**src/rtl/rri_pkg.sv**
```systemverilog
package rri_pkg;

  // Slots checked per decode instruction; the position in the slot arrays.
  typedef enum int unsigned {
    CHK_SRC_A = 0,
    CHK_SRC_B = 1,
    CHK_DST   = 2
  } chk_slot_e;

  localparam int unsigned CHK_SLOTS = 3;

  // A slot takes part in the check only when enabled and not register 0.
  function automatic logic slot_live(input logic en, input logic idx_is_zero);
    return en && !idx_is_zero;
  endfunction

endpackage

```
**src/rtl/rri_idx_decoder.sv**
```systemverilog
module rri_idx_decoder #(
  parameter int unsigned NUM_REGS = 32,
  localparam int unsigned IW = $clog2(NUM_REGS)
) (
  input  logic                en,
  input  logic [IW-1:0]       idx,
  output logic [NUM_REGS-1:0] vec
);

  // Register 0 never gets a strobe: it is hardwired ready.
  for (genvar r = 0; r < NUM_REGS; r++) begin : g_line
    if (r == 0) begin : g_zero
      assign vec[r] = 1'b0;
    end else begin : g_live
      assign vec[r] = en && (idx == IW'(r));
    end
  end

endmodule

```
**src/rtl/rri_vbit_array.sv**
```systemverilog
module rri_vbit_array #(
  parameter int unsigned NUM_REGS = 32
) (
  input  logic                clk,
  input  logic                rst_n,
  input  logic [NUM_REGS-1:0] set_vec,
  input  logic [NUM_REGS-1:0] clr_vec,
  output logic [NUM_REGS-1:0] vbits
);

  // Next value of one flag: a clear from an issuing writer beats a set.
  function automatic logic next_flag(input logic cur, input logic set_i, input logic clr_i);
    if (clr_i)      return 1'b0;
    else if (set_i) return 1'b1;
    else            return cur;
  endfunction

  logic unused_r0;
  assign unused_r0 = set_vec[0] ^ clr_vec[0];

  for (genvar r = 0; r < NUM_REGS; r++) begin : g_flag
    if (r == 0) begin : g_zero
      assign vbits[r] = 1'b1;
    end else begin : g_reg
      logic flag_q;
      always_ff @(posedge clk or negedge rst_n) begin
        if (!rst_n) flag_q <= 1'b1;
        else        flag_q <= next_flag(flag_q, set_vec[r], clr_vec[r]);
      end
      assign vbits[r] = flag_q;

      assert_clear_wins_R6: assert property (@(posedge clk) disable iff (!rst_n)
        clr_vec[r] |=> !vbits[r]);

      assert_set_on_wb_R5: assert property (@(posedge clk) disable iff (!rst_n)
        (set_vec[r] && !clr_vec[r]) |=> vbits[r]);
    end
  end

endmodule

```
**src/rtl/rri_hazard_check.sv**
```systemverilog
module rri_hazard_check #(
  parameter int unsigned NUM_REGS = 32,
  parameter int unsigned SLOTS    = 3,
  localparam int unsigned IW = $clog2(NUM_REGS)
) (
  input  logic [NUM_REGS-1:0]       vbits,
  input  logic [SLOTS-1:0][IW-1:0]  slot_idx,
  input  logic [SLOTS-1:0]          slot_en,
  output logic [SLOTS-1:0]          slot_busy,
  output logic                      any_busy
);
  import rri_pkg::*;

  // A slot blocks when it is live and its register is not ready.
  function automatic logic blocked(input logic en, input logic [IW-1:0] idx,
                                   input logic [NUM_REGS-1:0] flags);
    return slot_live(en, idx == '0) && !flags[idx];
  endfunction

  for (genvar s = 0; s < SLOTS; s++) begin : g_slot
    assign slot_busy[s] = blocked(slot_en[s], slot_idx[s], vbits);
  end

  assign any_busy = |slot_busy;

endmodule

```
**src/rtl/reg_ready_interlock.sv**
```systemverilog
module reg_ready_interlock #(
  parameter int unsigned NUM_REGS = 32,
  localparam int unsigned IW = $clog2(NUM_REGS)
) (
  input  logic          clk,
  input  logic          rst_n,
  input  logic          dec_req,
  input  logic          dec_src_a_en,
  input  logic [IW-1:0] dec_src_a_idx,
  input  logic          dec_src_b_en,
  input  logic [IW-1:0] dec_src_b_idx,
  input  logic          dec_dst_en,
  input  logic [IW-1:0] dec_dst_idx,
  input  logic          wb_en,
  input  logic [IW-1:0] wb_idx,
  output logic          stall
);
  import rri_pkg::*;

  logic [CHK_SLOTS-1:0][IW-1:0] chk_idx;
  logic [CHK_SLOTS-1:0]         chk_en;
  logic [CHK_SLOTS-1:0]         slot_busy;
  logic                         hazard;
  logic                         issue_fire;
  logic [NUM_REGS-1:0]          clr_vec;
  logic [NUM_REGS-1:0]          set_vec;
  logic [NUM_REGS-1:0]          vbits;

  assign chk_idx[CHK_SRC_A] = dec_src_a_idx;
  assign chk_idx[CHK_SRC_B] = dec_src_b_idx;
  assign chk_idx[CHK_DST]   = dec_dst_idx;
  assign chk_en[CHK_SRC_A]  = dec_src_a_en;
  assign chk_en[CHK_SRC_B]  = dec_src_b_en;
  assign chk_en[CHK_DST]    = dec_dst_en;

  rri_hazard_check #(.NUM_REGS(NUM_REGS), .SLOTS(CHK_SLOTS)) u_check (
    .vbits     (vbits),
    .slot_idx  (chk_idx),
    .slot_en   (chk_en),
    .slot_busy (slot_busy),
    .any_busy  (hazard)
  );

  assign stall      = dec_req && hazard;
  assign issue_fire = dec_req && !hazard;

  // Clear strobe only on a real issue; set strobe from writeback.
  rri_idx_decoder #(.NUM_REGS(NUM_REGS)) u_clr_dec (
    .en  (issue_fire && dec_dst_en),
    .idx (dec_dst_idx),
    .vec (clr_vec)
  );

  rri_idx_decoder #(.NUM_REGS(NUM_REGS)) u_set_dec (
    .en  (wb_en),
    .idx (wb_idx),
    .vec (set_vec)
  );

  rri_vbit_array #(.NUM_REGS(NUM_REGS)) u_flags (
    .clk     (clk),
    .rst_n   (rst_n),
    .set_vec (set_vec),
    .clr_vec (clr_vec),
    .vbits   (vbits)
  );

  // ---------------- assertions ----------------
  assert_reset_all_ready_R1: assert property (@(posedge clk)
    !rst_n |=> (&vbits));

  assert_issue_clears_R2: assert property (@(posedge clk) disable iff (!rst_n)
    (dec_req && !stall && dec_dst_en && dec_dst_idx != '0)
      |=> !vbits[$past(dec_dst_idx)]);

  assert_dst_blocks_R3: assert property (@(posedge clk) disable iff (!rst_n)
    (dec_req && dec_dst_en && dec_dst_idx != '0 && !vbits[dec_dst_idx]) |-> stall);

  assert_hold_keeps_flags_R7: assert property (@(posedge clk) disable iff (!rst_n)
    (stall && !wb_en) |=> (vbits == $past(vbits)));

  assert_zero_never_blocks_R8: assert property (@(posedge clk) disable iff (!rst_n)
    (dec_req && (!dec_src_a_en || dec_src_a_idx == '0)
             && (!dec_src_b_en || dec_src_b_idx == '0)
             && (!dec_dst_en   || dec_dst_idx   == '0)) |-> !stall);

  assert_busy_slot_live_R4: assert property (@(posedge clk) disable iff (!rst_n)
    stall |-> ((slot_busy & chk_en) != '0));

endmodule

```
**config.mk**
```make
export PLATFORM = sky130hd
export DESIGN_NAME = reg_ready_interlock
export DESIGN_NICKNAME = d
export VERILOG_FILES = /design/src/rtl/rri_pkg.sv /design/src/rtl/rri_idx_decoder.sv /design/src/rtl/rri_vbit_array.sv /design/src/rtl/rri_hazard_check.sv /design/src/rtl/reg_ready_interlock.sv
export SDC_FILE = /design/constraint.sdc
export NUM_CORES = 1
export LEC_CHECK = 0
export ABC_AREA = 1
export BUFFER_PORTS_ARGS = -buffer_cell sky130_fd_sc_hd__buf_2
export CAP_MARGIN = 10
export CORE_MARGIN = 10
export CORE_UTILIZATION = 40
export CTS_BUF_LIST = sky130_fd_sc_hd__clkbuf_16
export DETAILED_ROUTE_END_ITERATION = 10
export PLACE_DENSITY_LB_ADDON = 0.2
export SYNTH_ARGS = -nofsm -noshare
export SYNTH_HDL_FRONTEND = slang
export SYNTH_SLANG_ARGS = --single-unit
```
**constraint.sdc**
```tcl
create_clock -name clk -period 1.95 [get_ports clk]
set_input_delay 0 -clock clk [delete_from_list [all_inputs] [get_ports clk]]
set_output_delay 0 -clock clk [all_outputs]
set_load 0.01 [all_outputs]
```
==> results.yml <==
floorplan:
  initial_utilization_pct: 41.0
  fp.dieH_um: 106
  io_pins: 28
  coreArea_sq_um: 7250
  die_w_um: 106
  die-area_sq_um: 11300
  rows: 31
timing:
  period_needed_ns: 1.89
  setup_viol: 0
  maxSlewHeadroom_pct: 54.4
  fmax_mhz: 528
  skew_ns: 0.00678
  drv_slew: 0
  grt_setup_unrepaired: "true"
  finalWorstSetupSlack_ns: 0.0570
  period_share_pct: 97.1
  worst_pin_slew_ns: 0.684
  hold_violations: 0
clocking:
  cts_tree: "yes"
  cts_buffers: 5
  clock_latency_ns: 0.28
  postCtsSetupRepairBufs: 0
  clk_pin_slew_ns: 0.05
  htreeDepth: 2
  numClockSinks: 31
  clockBufferDepth: 2
  cts-root-buf: "clkbuf_16"
outcome:
  status: "complete, no violations"
setup_path:
  cp.required_ns: 1.95
  worstPathArrival_ns: 1.89
  rr_startpoint: "u_flags.g_flag[20].g_reg.flag_q$_DFFE_PN1P_"
  crit_path_start_kind: "flip-flop"
  end_kind: "output pin"
  path_class: "flip-flop to output pin"
  ff2ff_setup_slack_ns: 0.09
  r2r-end: "u_flags.g_flag[31].g_reg.flag_q$_DFFE_PN1P_"
  cp_max_fo: 3
  r2r_cells: 12
synth:
  syn_area_per_cell_sq_um: 5.76
  synth_cell_type_count: 26
  synth_nets: 543
  syn_inst: 516
  ys_ff_latch: 31
  yosys_warnings: 0
  synth_area_sq_um: 2970
  yosysSeqAreaShare_pct: 27.4
placed_design:
  portBuffers: 27
  pre_cts_slack_ns: 0.118
  place_congestion: 0.906
  place_area_sq_um: 3180
  dp_hpwl_um: 7340
global_route:
  antenna_found_initial: 0
  grt_remaining_overflow: 0
  grt_max_degree: 32
  grt_pass1_vias: 3063
  grt.total_usage_pct: 17.2
  grt_pass1_wl_um: 15700
power_and_ir_drop:
  p_leak_nw: 1.81
  irDropWorstVdd_uv: 287
  cellPowerDensity_nw_per_um2: 735
  power_mw: 2.50
routing:
  vias: 3308
  avgViaCountPerCell: 5.16
  wl_met1_um: 4360
  drt_wl_total_um: 9790
  drt-initial-drc-count: 455
  route.detailed.drc: 0
  wl_per_cell_um: 15.3
  wl_met3_um: 862
  firstDrtPassIters: 5
  wl_met2_um: 4280
  ant_nets: 0
  routed.top_layer: "met4"
final_layout:
  mostFrequentLayoutCells: "nand2_1 (180), inv_1 (77), nand3_1 (72)"
  final_common_cell: "nand2_1"
  syn_to_final_growth_pct: 14.3
  layout-drive-gt1-share_pct: 22.1
  top_register: "u_flags.g_flag.g_reg.flag_q"
  fin_nets: 568
  num-fill-cells: 807
  final_cell_area_sq_um: 3400
  n_antenna_cell: 0
  reg.largest.list: "u_flags.g_flag.g_reg.flag_q x31"
  fin_util_pct: 46.9
  largest_reg_flops: 31
worst_hold_path:
  hp-class: "input pin to asynchronous set/reset pin"
flow_run:
  drv_cap: 0
cell type report:
class	count	area (sq um)	area share (%)
Multi-Input combinational cell	384	1760	51.7
Clock buffer	5	125	3.68
Tap cell	99	124	3.65
Timing Repair Buffer	36	221	6.52
Clock inverter	3	38.8	1.14
Sequential cell	31	815	24.0
Inverter	83	317	9.32
layer usage:
metal | up-vias | track usage (%)
met5 | - | 0
met4 | 0 | 8.03
met3 | 22 | 1.99
met2 | 171 | 25.7
met1 | 1487 | 24.2
li1 | 1628 | -
kinds of logic (layout without fill, tap and decap cells):
logic type	Yosys count	after routing	share of synthesized area, %
and+or+nand+nor	355	355	51.7
buffers and inverters	101	127	15.1
DFF	31	31	27.4
AOI/OAI and AO/OA	29	29	5.81
cell usage after synthesis:
cell type	number	area [sq um]
nor4_1	1	6.26
o31ai_1	1	7.51
a21oi_1	7	35.0
inv_1	78	293
nand4_1	2	12.5
clkinv_1	1	3.75
nor2_2	23	144
nand3_2	2	20.0
nand2_2	1	6.26
clkbuf_1	5	18.8
buf_4	2	15.0
dfstp_2	31	815
nor2_1	66	248
inv_4	2	12.5
a21oi_2	1	8.76
buf_2	4	20.0
o21ai_0	10	50.1
o211ai_1	7	52.6
nand3_1	73	365
inv_2	2	7.51
nand2_1	184	691
o21ai_1	2	10.0
buf_6	7	78.8
nand4_4	1	21.3
a31o_2	1	8.76
nor2_4	2	22.5
what timing repair did:
| action | CTS | global route |
|---|---|---|
| setup endpoints to repair | 0 | 7 |
| hold buffers | 0 | 0 |
| gates resized for setup | 0 | 17 |
worst max-delay path, cell delays in order, from the launching register on:
cell and delay (ns):
dfstp_2 0.52, inv_1 0.06, o21ai_1 0.19, nand2_1 0.07, nand2_1 0.07, nand2_1 0.04
nand2_1 0.12, o21ai_1 0.11, nand2_4 0.14, nand3_4 0.07, nand2_2 0.07, inv_2 0.03
buf_6 0.11
power breakdown:
part / switching (mW) / leakage (nW) / internal, mW
sequential: 0.0959 / 0.327 / 0.815
combinational: 0.469 / 1.40 / 0.234
clock: 0.289 / 0.0812 / 0.595
total: 0.854 / 1.81 / 1.64
worst max path at each step:
stage,startpoint,endpoint,slack (ns)
2_1_floorplan,u_flags.g_flag[18].g_reg.flag_q$_DFFE_PN1P_,u_flags.g_flag[15].g_reg.flag_q$_DFFE_PN1P_,0.41
3_3_place_gp,u_flags.g_flag[20].g_reg.flag_q$_DFFE_PN1P_,u_flags.g_flag[18].g_reg.flag_q$_DFFE_PN1P_,0.09
3_5_place_dp,u_flags.g_flag[20].g_reg.flag_q$_DFFE_PN1P_,u_flags.g_flag[18].g_reg.flag_q$_DFFE_PN1P_,0.12
4_1_cts,u_flags.g_flag[20].g_reg.flag_q$_DFFE_PN1P_,stall,0.02
5_1_grt,u_flags.g_flag[26].g_reg.flag_q$_DFFE_PN1P_,stall,-0.02
6_report,u_flags.g_flag[20].g_reg.flag_q$_DFFE_PN1P_,stall,0.06
per-stage QoR:
step | hold slack (ns) | instances | setup TNS (ns)
after CTS | 0.120 | 641 | 0
final | 0.129 | 641 | 0
after global placement | 0.286 | 633 | 0
after global routing | 0.161 | 641 | -0.0237
after floorplan | -0.148 | 516 | 0
after detailed placement | 0.296 | 633 | 0
Power figures use the tool's default switching activity.
